==> src/rtl/flow_pkg.sv <==
package flow_pkg;
  // strobes from control into datapath
  typedef struct packed {
    logic pushByte;
    logic setSpec;
    logic clrSpec;
  } dpStrobe_t;

  // compare results from datapath back to control
  typedef struct packed {
    logic atHalt;
    logic atResume;
    logic charMatch;
  } dpStatus_t;
endpackage

==> src/rtl/flow_dp.sv <==
module flow_dp
  import flow_pkg::*;
#(
  parameter int DATA_W    = 8,
  parameter int LVL_W     = 7,
  parameter int NIB_W     = 4,
  parameter int THR_SHIFT = 2
) (
  input  logic                 clk,
  input  logic                 rstN,
  input  logic [2*NIB_W-1:0]   trigCtl,
  input  logic [DATA_W-1:0]    specChar,
  input  logic [LVL_W-1:0]     rxLevel,
  input  logic [DATA_W-1:0]    rxByte,
  input  dpStrobe_t            strobe,
  output dpStatus_t            status,
  output logic                 specFlag,
  output logic                 fifoPush,
  output logic [DATA_W-1:0]    fifoData
);
  logic [LVL_W-1:0] haltLvl;
  logic [LVL_W-1:0] resumeLvl;

  // nibble scaled to a FIFO level
  assign haltLvl   = LVL_W'(trigCtl[NIB_W-1:0]) << THR_SHIFT;
  assign resumeLvl = LVL_W'(trigCtl[2*NIB_W-1:NIB_W]) << THR_SHIFT;

  always_comb begin
    status.atHalt    = (rxLevel >= haltLvl);
    status.atResume  = (rxLevel <= resumeLvl);
    status.charMatch = (rxByte == specChar);
  end

  // sticky flag, set wins over clear
  always_ff @(posedge clk or negedge rstN) begin
    if (!rstN)                specFlag <= 1'b0;
    else if (strobe.setSpec)  specFlag <= 1'b1;
    else if (strobe.clrSpec)  specFlag <= 1'b0;
  end

  // every received byte passes on to the FIFO
  always_ff @(posedge clk or negedge rstN) begin
    if (!rstN) begin
      fifoPush <= 1'b0;
      fifoData <= '0;
    end else begin
      fifoPush <= strobe.pushByte;
      if (strobe.pushByte) fifoData <= rxByte;
    end
  end
endmodule

==> src/rtl/flow_ctl.sv <==
module flow_ctl
  import flow_pkg::*;
#(
  parameter int SYNC_STAGES = 2
) (
  input  logic      clk,
  input  logic      rstN,
  input  logic      ctsFlowEn,
  input  logic      rtsFlowEn,
  input  logic      specDetEn,
  input  logic      ctsPin,
  input  logic      txBoundary,
  input  logic      rxByteValid,
  input  logic      iirRead,
  input  logic      mcrRts,
  input  dpStatus_t status,
  output dpStrobe_t strobe,
  output logic      txPermit,
  output logic      rtsPin
);
  logic [SYNC_STAGES-1:0] ctsChain;
  logic                   ctsSync;
  logic                   rtsState;

  // clear-to-send synchronizer
  generate
    for (genvar s = 0; s < SYNC_STAGES; s++) begin : g_sync
      always_ff @(posedge clk or negedge rstN) begin
        if (!rstN) ctsChain[s] <= 1'b0;
        else if (s == 0) ctsChain[s] <= ctsPin;
        else ctsChain[s] <= ctsChain[(s == 0) ? 0 : s-1];
      end
    end
  endgenerate
  assign ctsSync = ctsChain[SYNC_STAGES-1];

  // permit re-evaluated only between characters
  always_ff @(posedge clk or negedge rstN) begin
    if (!rstN)           txPermit <= 1'b1;
    else if (txBoundary) txPermit <= !(ctsFlowEn && ctsSync);
  end

  // request-to-send hysteresis, halting has priority
  always_ff @(posedge clk or negedge rstN) begin
    if (!rstN)                rtsState <= 1'b0;
    else if (!rtsFlowEn)      rtsState <= 1'b0;
    else if (status.atHalt)   rtsState <= 1'b1;
    else if (status.atResume) rtsState <= 1'b0;
  end

  assign rtsPin = rtsFlowEn ? rtsState : mcrRts;

  always_comb begin
    strobe.pushByte = rxByteValid;
    strobe.setSpec  = rxByteValid && specDetEn && status.charMatch;
    strobe.clrSpec  = iirRead;
  end
endmodule

==> src/rtl/uart_flow_ctl.sv <==
module uart_flow_ctl
  import flow_pkg::*;
#(
  parameter int FIFO_DEPTH  = 64,
  parameter int DATA_W      = 8,
  parameter int NIB_W       = 4,
  parameter int SYNC_STAGES = 2,
  localparam int LVL_W      = $clog2(FIFO_DEPTH + 1),
  localparam int THR_SHIFT  = $clog2(FIFO_DEPTH) - NIB_W
) (
  input  logic               clk,
  input  logic               rstN,
  input  logic               ctsFlowEn,
  input  logic               rtsFlowEn,
  input  logic               specDetEn,
  input  logic [2*NIB_W-1:0] trigCtl,
  input  logic [DATA_W-1:0]  specChar,
  input  logic [LVL_W-1:0]   rxLevel,
  input  logic               rxByteValid,
  input  logic [DATA_W-1:0]  rxByte,
  input  logic               ctsPin,
  input  logic               txBoundary,
  input  logic               mcrRts,
  input  logic               iirRead,
  output logic               txPermit,
  output logic               rtsPin,
  output logic               specFlag,
  output logic               fifoPush,
  output logic [DATA_W-1:0]  fifoData
);
  dpStrobe_t strobe;
  dpStatus_t status;

  flow_ctl #(.SYNC_STAGES(SYNC_STAGES)) u_ctl (
    .clk, .rstN, .ctsFlowEn, .rtsFlowEn, .specDetEn, .ctsPin, .txBoundary,
    .rxByteValid, .iirRead, .mcrRts, .status, .strobe, .txPermit, .rtsPin
  );

  flow_dp #(.DATA_W(DATA_W), .LVL_W(LVL_W), .NIB_W(NIB_W), .THR_SHIFT(THR_SHIFT)) u_dp (
    .clk, .rstN, .trigCtl, .specChar, .rxLevel, .rxByte, .strobe, .status,
    .specFlag, .fifoPush, .fifoData
  );
endmodule

==> config.mk <==
export PLATFORM = sky130hd
export DESIGN_NAME = uart_flow_ctl
export DESIGN_NICKNAME = d
export VERILOG_FILES = /design/src/rtl/flow_pkg.sv /design/src/rtl/flow_dp.sv /design/src/rtl/flow_ctl.sv /design/src/rtl/uart_flow_ctl.sv
export SDC_FILE = /design/constraint.sdc
export NUM_CORES = 1
export LEC_CHECK = 0
export CAP_MARGIN = 10
export CORE_MARGIN = 2
export CORE_UTILIZATION = 36
export CTS_BUF_LIST = sky130_fd_sc_hd__clkbuf_4 sky130_fd_sc_hd__clkbuf_8
export DETAILED_ROUTE_END_ITERATION = 8
export GPL_TIMING_DRIVEN = 0
export PLACE_DENSITY = 0.9
export SLEW_MARGIN = 10
export SYNTH_ARGS = -nofsm -noshare
export SYNTH_HDL_FRONTEND = slang
export SYNTH_SLANG_ARGS = --single-unit
==> constraint.sdc <==
create_clock -name clk -period 0.8 [get_ports clk]
set_input_delay 0.08 -clock clk [delete_from_list [all_inputs] [get_ports clk]]
set_output_delay 0.08 -clock clk [all_outputs]
set_load 0.02 [all_outputs]
==> out/summary.md, run 1 <==
Clock-pin slew was measured on the worst setup and hold paths at 0.10 ns. TritonCTS built the clock tree. The total power per unit cell area is 1340 nW/um^2. For this design the static power due to leakage is 0.000677 uW.

The worst-case clock skew came out at 0.000189 ns. In the layout the commonest cells are sky130_fd_sc_hd__buf_6 (16), sky130_fd_sc_hd__clkdlybuf4s50_1 (13), sky130_fd_sc_hd__clkdlybuf4s15_1 (10). Across the VDD grid, the largest voltage drop is 0.00132 V. The run gives 38.7% as the initial core utilization. Clock tree synthesis selected as its root buffer the cell sky130_fd_sc_hd__clkbuf_4.

The logs give 0 for the max capacitance violation total and -0.362 ns for the final critical-path setup slack. The number of port buffers is 52, and the initial antenna violation count is 0. Buffers inserted to repair hold after CTS numbered 0.

Cells with a size suffix above 1 make up 56.7% of the layout. The routed design has 2870 um of wire. The warning count from the yosys run was 0; the worst hold slack after final layout was 0.100 ns.

Combinational logic burns 35.2% of the power. The longest clock path from root to sink contains 2 buffers. The residual antenna-violating net count after detailed routing was 0. The height of the die works out to 50.4 um. The floorplan step set the die width to 50.4 um.

The minimum clock period after layout came out at 1.16 ns. The first global-routing pass estimated 4250 um of wire. Setup violations remaining at the end of the flow were counted as 16.

Setup repair after global routing could not meet its margin everywhere. The share of total power consumed by net switching is 29.7%. 53 I/O pins were placed. The total number of H-tree levels is 1. The tools report the number of hold violations in the final report as 0. Along the worst path, the maximum fanout reaches 2. The starting DRC count in detailed routing was 13. Prior to clock tree synthesis, the placed netlist has a worst setup slack of -0.988 ns. The kind of capture point of the worst setup path is a primary output.

After synthesis the cells add up to 774 sq um. Synthesis produced a netlist whose cell count is 68. In the post-synthesis netlist, the biggest area contributors are sky130_fd_sc_hd__dfrtp_1 (42%), sky130_fd_sc_hd__mux2_2 (13%), sky130_fd_sc_hd__ha_1 (13%), sky130_fd_sc_hd__xnor2_1 (4.5%), sky130_fd_sc_hd__xor2_1 (4.5%). The run gives 1.08 ns as the critical path arrival.

The number of fill cells in the layout is 107. Clock tree synthesis found a total of 14 sinks. At the end of routability-driven placement, the weighted congestion stood at 0.781. The core region is 2000 sq um. In the routed design, unresolved DRC markers number 0. The number of global-route vias before repair was 900.

The flow ran to the end, but the final reports show violations. The tools report the post-synth net total as 117. The kind of start point of the critical path is a flip-flop. The required time at the endpoint of the critical path was 0.72 ns; the sequential cell fraction of total power was 38.9%.

Counting distinct cell types in the post-synthesis netlist gives 22. The most common library cell in the layout ignoring fill and taps was sky130_fd_sc_hd__buf_6. Compared with the post-synthesis result, the final layout area differs by 101%.

After the last flow step, the layout net total stands at 177. The first detailed-routing pass took 4 iterations. The max-slew violation count is 0.

Derived from the worst setup path, the maximum achievable clock frequency is 0.861 GHz. The share of synthesized area in the top cell type comes to 42.0%. In this run the tightest slew margin relative to its limit is 56.1%. Entering global routing, the biggest net connects 15 pins.

The number of CTS-inserted buffers was 3. The average cell area after synthesis came out at 11.4 sq um. After layout, the worst path uses 145% of the clock period. The critical path in this run is classified as reg -> out. The proportion of synthesized chip area in sequential cells was 45.4%; the number of synthesized register bits was 14.

The clock latency on the worst-skew pair was 0.28 ns; the row count was 16. Dividing the detail-routed wire length by the instance count gives 18.7 um. The run gives 0 as the overall overflow remaining after global route. Internal power comes to 1470 uW. The tightest min-delay check is of the in -> reg type. Overall die area: 2540 sq um. The analysis attributes to net switching a power of 621 uW. The number of vias per cell is 5.05, and the number of antenna repair diodes is 0. The logs give 777 for the count of vias placed by the detailed router and 25.9% for the power share of the clock group. The synthesized design spends more area on one cell type than any other, namely sky130_fd_sc_hd__dfrtp_1.

For this run, the total global-route usage over all layers was measured as 22.3%. At the pin with the least slew margin, the transition time is 0.657 ns. The final reports fail on setup timing. The run gives 1790 um as the post-detailed-placement half-perimeter wirelength.
power groups by stage:
stage          Clock, uW  Combinational [uW]  Sequential (uW)
6_report             542                 735              813
5_1_grt              593                 778              818
4_1_cts              518                 678              810
3_5_place_dp           0                 602              813
3_3_place_gp           0                 582              810
2_1_floorplan          0                 168              874
critical path: stages (launching register included):
cell                      delay, ns
sky130_fd_sc_hd__dfrtp_1       0.40
sky130_fd_sc_hd__mux2_4        0.27
sky130_fd_sc_hd__buf_6         0.13
cells by family (layout without fill, tap and decap cells):
group,count (synthesis),count (layout),synth area share [%]
AOI/OAI and AO/OA,9,9,7.59
xor gates and xnor gates,8,8,9.05
adders and majority gates,8,8,12.9
buffers and inverters,10,69,5.01
DFF,14,14,45.4
muxes,9,9,13.1
and+or+nand+nor,10,10,6.95
worst paths after layout:
| check | from | end | slack, ns | cells after the start |
|---|---|---|---|---|
| setup / recovery | u_ctl.rtsState | rtsPin | -0.36 | 2 |
| hold / removal | rxByteValid | u_dp.fifoPush | 0.10 | 1 |
| setup reg to reg | u_ctl.txPermit | u_ctl.txPermit | -0.03 | 2 |
| hold reg to reg | u_ctl.ctsChain[0] | u_ctl.ctsSync | 0.38 | 0 |
| max in group asynchronous | rstN | u_dp.fifoData[3] | 0.15 | 1 |
| min in group asynchronous | rstN | u_ctl.ctsSync | 0.19 | 1 |
registers in the layout (all words and copies together), names as in the netlist:
name / cells
u_dp.fifoData: 8
u_ctl.ctsChain: 1
u_ctl.ctsSync: 1
u_ctl.rtsState: 1
u_ctl.txPermit: 1
u_dp.fifoPush: 1
u_dp.specFlag: 1
final cells by class:
cell class              count  area [sq um]  share of cell area, %
repair buffers             55           533                   34.2
well taps                  27          33.8                   2.17
inverters                   9          36.3                   2.33
clock buffers               4          36.3                   2.33
flip-flops and latches     14           362                   23.2
multi-input cells          44           548                   35.1
plain buffers               1          11.3                  0.722
what timing repair did:
item | 4_1_cts | 5_1_grt
setup endpoints to repair | 22 | 20
resized for setup | 156 | 15
pin swaps | 21 | 9
buffers inserted | 2 | 0
cloned | 1 | 0
metal layers:
layer | part of all wire, % | up-vias | track usage (%) | wire length (um)
met3 | 2.3 | 12 | 2.68 | 66
li1 | - | 354 | - | -
met2 | 56 | 29 | 42.8 | 1610
met4 | 4.0 | 0 | 11.3 | 116
met5 | 0 | - | 0 | 0
met1 | 38 | 382 | 23.4 | 1080
Yosys cell counts:
| library cell | n |
|---|---|
| sky130_fd_sc_hd__dfrtp_1 | 13 |
| sky130_fd_sc_hd__a31oi_1 | 1 |
| sky130_fd_sc_hd__inv_1 | 9 |
| sky130_fd_sc_hd__nand2b_1 | 1 |
| sky130_fd_sc_hd__mux2_2 | 9 |
| sky130_fd_sc_hd__nand3_1 | 2 |
| sky130_fd_sc_hd__buf_2 | 1 |
| sky130_fd_sc_hd__or4_1 | 1 |
| sky130_fd_sc_hd__dfstp_2 | 1 |
| sky130_fd_sc_hd__ha_1 | 8 |
| sky130_fd_sc_hd__o22ai_1 | 2 |
| sky130_fd_sc_hd__xor2_1 | 4 |
| sky130_fd_sc_hd__a2111oi_0 | 1 |
| sky130_fd_sc_hd__nor4_1 | 2 |
| sky130_fd_sc_hd__o21ai_0 | 1 |
| sky130_fd_sc_hd__o311ai_1 | 1 |
| sky130_fd_sc_hd__nand2_1 | 2 |
| sky130_fd_sc_hd__xnor2_1 | 4 |
| sky130_fd_sc_hd__nand4_1 | 1 |
| sky130_fd_sc_hd__a21boi_1 | 1 |
| sky130_fd_sc_hd__nor2_1 | 1 |
| sky130_fd_sc_hd__a21oi_1 | 2 |
per-stage QoR:
stage | std cells | total power [uW] | utilization, % | cell area (sq um) | TNS (ns)
floorplan | 68 | 1040 | - | 785 | -0.531
global placement | 147 | 1390 | 66.9 | 1340 | -9.93
detailed placement | 147 | 1420 | 66.9 | 1340 | -10.88
CTS | 154 | 2010 | 74.7 | 1500 | -1.73
global route | 154 | 2190 | 77.9 | 1560 | -2.41
finish | 154 | 2090 | 77.9 | 1560 | -1.96
(Power assumes the default switching activity.)
==> run 2, diff against run 1 <==
--- a/config.mk
+++ b/config.mk
@@ -10,7 +10,7 @@
 export CORE_UTILIZATION = 36
 export CTS_BUF_LIST = sky130_fd_sc_hd__clkbuf_4 sky130_fd_sc_hd__clkbuf_8
 export DETAILED_ROUTE_END_ITERATION = 8
-export GPL_TIMING_DRIVEN = 0
+export GPL_TIMING_DRIVEN = 1
 export PLACE_DENSITY = 0.9
 export SLEW_MARGIN = 10
 export SYNTH_ARGS = -nofsm -noshare
==> run 2 against run 1 <==
- the run still ends with setup timing left
- routed wire length fell by 13%
- die area is the same
- via count increased by 1.3%
- largest power group unchanged
- critical path depth unchanged
- non-clock buffer count rose by 10
- worst setup slack better by 0.0031 ns
- register-to-register slack got worse by 0.06 ns
- flip-flop and latch count unchanged
- sequential share of layout area fell by 0.40 points
- first-iteration DRC count is 69% lower
- sequential power about the same
- design area is 1.8% higher
==> out/summary.md, run 2 (synthesis gave the netlist of run 1 again) <==
The fraction of final layout cells with drive strength greater than 1 is 58.4% (+1.7 points), and the quantity of hold-fixing buffers added after cts is 0 (unchanged). For this design, the slowest cell found on the critical path is sky130_fd_sc_hd__dfrtp_1. The tools report the kind of start point of the critical path as a flip-flop. The area of the multi-input gates came out at 504 sq um (-8.0%). The critical path goes through mux2_4 -> buf_6. Area of the core: 2000 sq um (unchanged). The height of the die is 50.4 um (unchanged), and the worst vdd rail ir drop is 0.00149 V (+13%). The total length of routed wires came out at 2500 um (-13%).

The post-layout net count came out at 187 (+5.6%). The number of hold violations in the final report came out at 0 (unchanged). TritonCTS built the clock tree. The tree is rooted in a sky130_fd_sc_hd__clkbuf_4. Setup-violating endpoint count in the final report: 15 (-1). For the final weighted congestion of routability-driven global placement, the log shows 0.821 (+5.1%). The max-slew violation count was 0 (unchanged). The global-route wire length before repair was 3860 um (-9.2%); the number of search-and-repair iterations in the first detailed-routing pass was 4 (unchanged). Kind of capture point of the worst setup path: a primary output. Max-slew headroom at the worst pin: 77.6% (+22 points). The final reports fail on setup timing. The delay of the slowest cell on the worst path came out at 0.40 ns (about the same). The final critical-path setup slack was -0.359 ns (+0.00312 ns); the post-detailed-placement half-perimeter wirelength was 1800 um (+1.1%). The actual slew at the worst max-slew pin was 0.335 ns (-0.322 ns). The post-detailed-route DRC marker count came out at 0 (unchanged).

The total number of H-tree levels was 1 (unchanged); the cell count of the worst reg-to-reg path was 2 (unchanged). The tools report the total clock sinks as 14 (unchanged). Launch point of the worst path: u_ctl.rtsState.

Counting flops per register, the top entry is u_dp.fifoData. The maximum number of buffers from clock root to sink is 2 (unchanged). The library cell used most frequently in the layout, excluding fill and tap cells, is sky130_fd_sc_hd__buf_6. The worst register-to-register path begins at u_dp.fifoData[5]. The row count came out at 16 (unchanged).

The run gives 362 sq um (unchanged) as the area occupied by registers. The run finished, with violations left. The minimum clock period after layout was 1.16 ns (-0.00312 ns); the worst hold slack after final layout was 0.0902 ns (-0.00986 ns). The total I/O pin count is 53 (unchanged). Setup repair after global routing could not meet its margin everywhere. The logs give 0 (unchanged) for the residual antenna-violating net count after detailed routing and 787 (+1.3%) for the count of vias placed by the detailed router. For the maximum number of pins on one net before global-route repair, the log shows 10 (-5).

The number of port buffers was 52 (unchanged). The number of buffers and inverters on the critical path is 1 (unchanged). The run gives 879 (-2.3%) as the number of global-route vias before repair. Following the worst setup path forward leads to its endpoint at rtsPin.

The total stage count of the critical path works out to 2 (unchanged). The overall overflow remaining after global route was 0 (unchanged); the number of fill cells in the layout was 111 (+3.7%). The peak fanout along the critical path was 2 (unchanged); the number of antenna repair diodes was 0 (unchanged). The tools report the upper clock frequency limit as 0.863 GHz (+0.27%). Required time at the endpoint of the critical path: 0.72 ns (about the same). In the layout the commonest cells are sky130_fd_sc_hd__buf_6 (21), sky130_fd_sc_hd__clkdlybuf4s50_1 (13), sky130_fd_sc_hd__buf_4 (10). The critical path arrival is 1.08 ns (about the same), and the width of the die is 50.4 um (unchanged).

The tools report the utilization after layout as 79.3% (+1.4 points). The worst-case clock skew is 0.00868 ns (+0.00849 ns), and the initial antenna violation count is 0 (unchanged). The total track usage was 20.6% (-1.7 points); the total power per unit cell area was 1260 nW/um^2 (-6.3%). The tools report the overall die area as 2540 sq um (unchanged). The max capacitance violation total came out at 0 (unchanged). The critical path is of the reg -> out type. The number of vias per cell is 4.80 (-4.9%), and the final critical-path share of the clock period is 145% (-0.39 points). The average wire per standard cell is 15.2 um (-18%), and the number of CTS-inserted buffers is 3 (unchanged). The worst reg-to-reg setup slack is -0.09 ns (-0.06 ns), and the number of flip-flops under the largest register name is 8 (unchanged). The tightest min-delay check is of the in -> async type.

The cell class contributing the biggest share of worst-path delay was flip-flops. The starting DRC count in detailed routing is 4 (-9). The worst setup timing slack at the placement stage is -0.996 ns (-0.00764 ns). Leakage component of the power: 0.000733 uW (+8.3%).

The endpoint identified for the worst register-to-register timing path is u_dp.fifoData[5]. The clock transition at the register clock pins on the worst setup and hold paths after CTS is 0.08 ns (-0.02 ns). Clock latency on the worst-skew pair: 0.28 ns (about the same). The layout overhead on the synthesized area is 105%, and the initial core utilization is 38.7% (unchanged).
[run 2: changes by cell type in the layout (fill, tap and decap cells not counted), moves of 2 or more]
| cell | delta |
|---|---|
| sky130_fd_sc_hd__buf_4 | +7 |
| sky130_fd_sc_hd__buf_6 | +5 |
| sky130_fd_sc_hd__clkdlybuf4s15_1 | -5 |
| sky130_fd_sc_hd__clkbuf_2 | +3 |
| sky130_fd_sc_hd__nor4_1 | +2 |
| sky130_fd_sc_hd__nor4_2 | -2 |
[run 2: layout make-up]
| cell class | count | area share (%) |
|---|---|---|
| clock buffers | 4 | 1.89 |
| inverters | 9 | 2.29 |
| multi-input cells | 44 | 31.8 |
| flip-flops and latches | 14 | 22.8 |
| well taps | 27 | 2.13 |
| repair buffers | 66 | 39.2 |
[run 2: report_power, final]
part / switching (uW) / leakage [uW] / internal (uW)
Combinational: 292 / 0.000557 / 438
Sequential: 38.2 / 0.000157 / 774
Clock: 222 / 0.0000184 / 228
[run 2: through the flow]
| stage | setup TNS [ns] | area, sq um | total power, uW | instances |
|---|---|---|---|---|
| final | -1.89 | 1590 | 1990 | 164 |
| after global routing | -2.28 | 1590 | 2100 | 164 |
| after CTS | -1.89 | 1560 | 1980 | 164 |
| after detailed placement | -7.81 | 1390 | 1440 | 154 |
| after global placement | -7.57 | 1390 | 1420 | 154 |
| after floorplan | -0.531 | 785 | 1040 | 68 |
[run 2: metal layers]
metal / GRT usage (%) / vias to the layer above / wire length, um
met2: 37.5 / 24 / 1380
met5: 0 / - / 0
met3: 3.87 / 12 / 80
met1: 22.1 / 374 / 949
li1: - / 377 / -
met4: 11.7 / 0 / 93
[run 2: worst min-delay path by stage]
stage | startpoint | end | slack, ns | depth (start not counted)
global route | rstN | u_ctl.ctsChain[0] | 0.09 | 2
floorplan | rstN | u_ctl.ctsChain[0] | -0.22 | 0
detailed placement | u_ctl.ctsChain[0] | u_ctl.ctsSync | 0.34 | 0
CTS | rstN | u_ctl.ctsChain[0] | 0.08 | 2
global placement | u_ctl.ctsChain[0] | u_ctl.ctsSync | 0.34 | 0
finish | rstN | u_ctl.rtsState | 0.09 | 2
[run 2: timing repair]
item	in CTS	in global routing
pin swaps	21	6
resized for setup	156	15
gates cloned	1	0
endpoints found under the setup margin	22	20
buffers inserted	5	0
[run 2: worst reg2reg max path, cell delays in order, from the launching register on]
cell and delay [ns]:
sky130_fd_sc_hd__dfrtp_2 0.42, sky130_fd_sc_hd__buf_6 0.11, sky130_fd_sc_hd__mux2_2 0.25
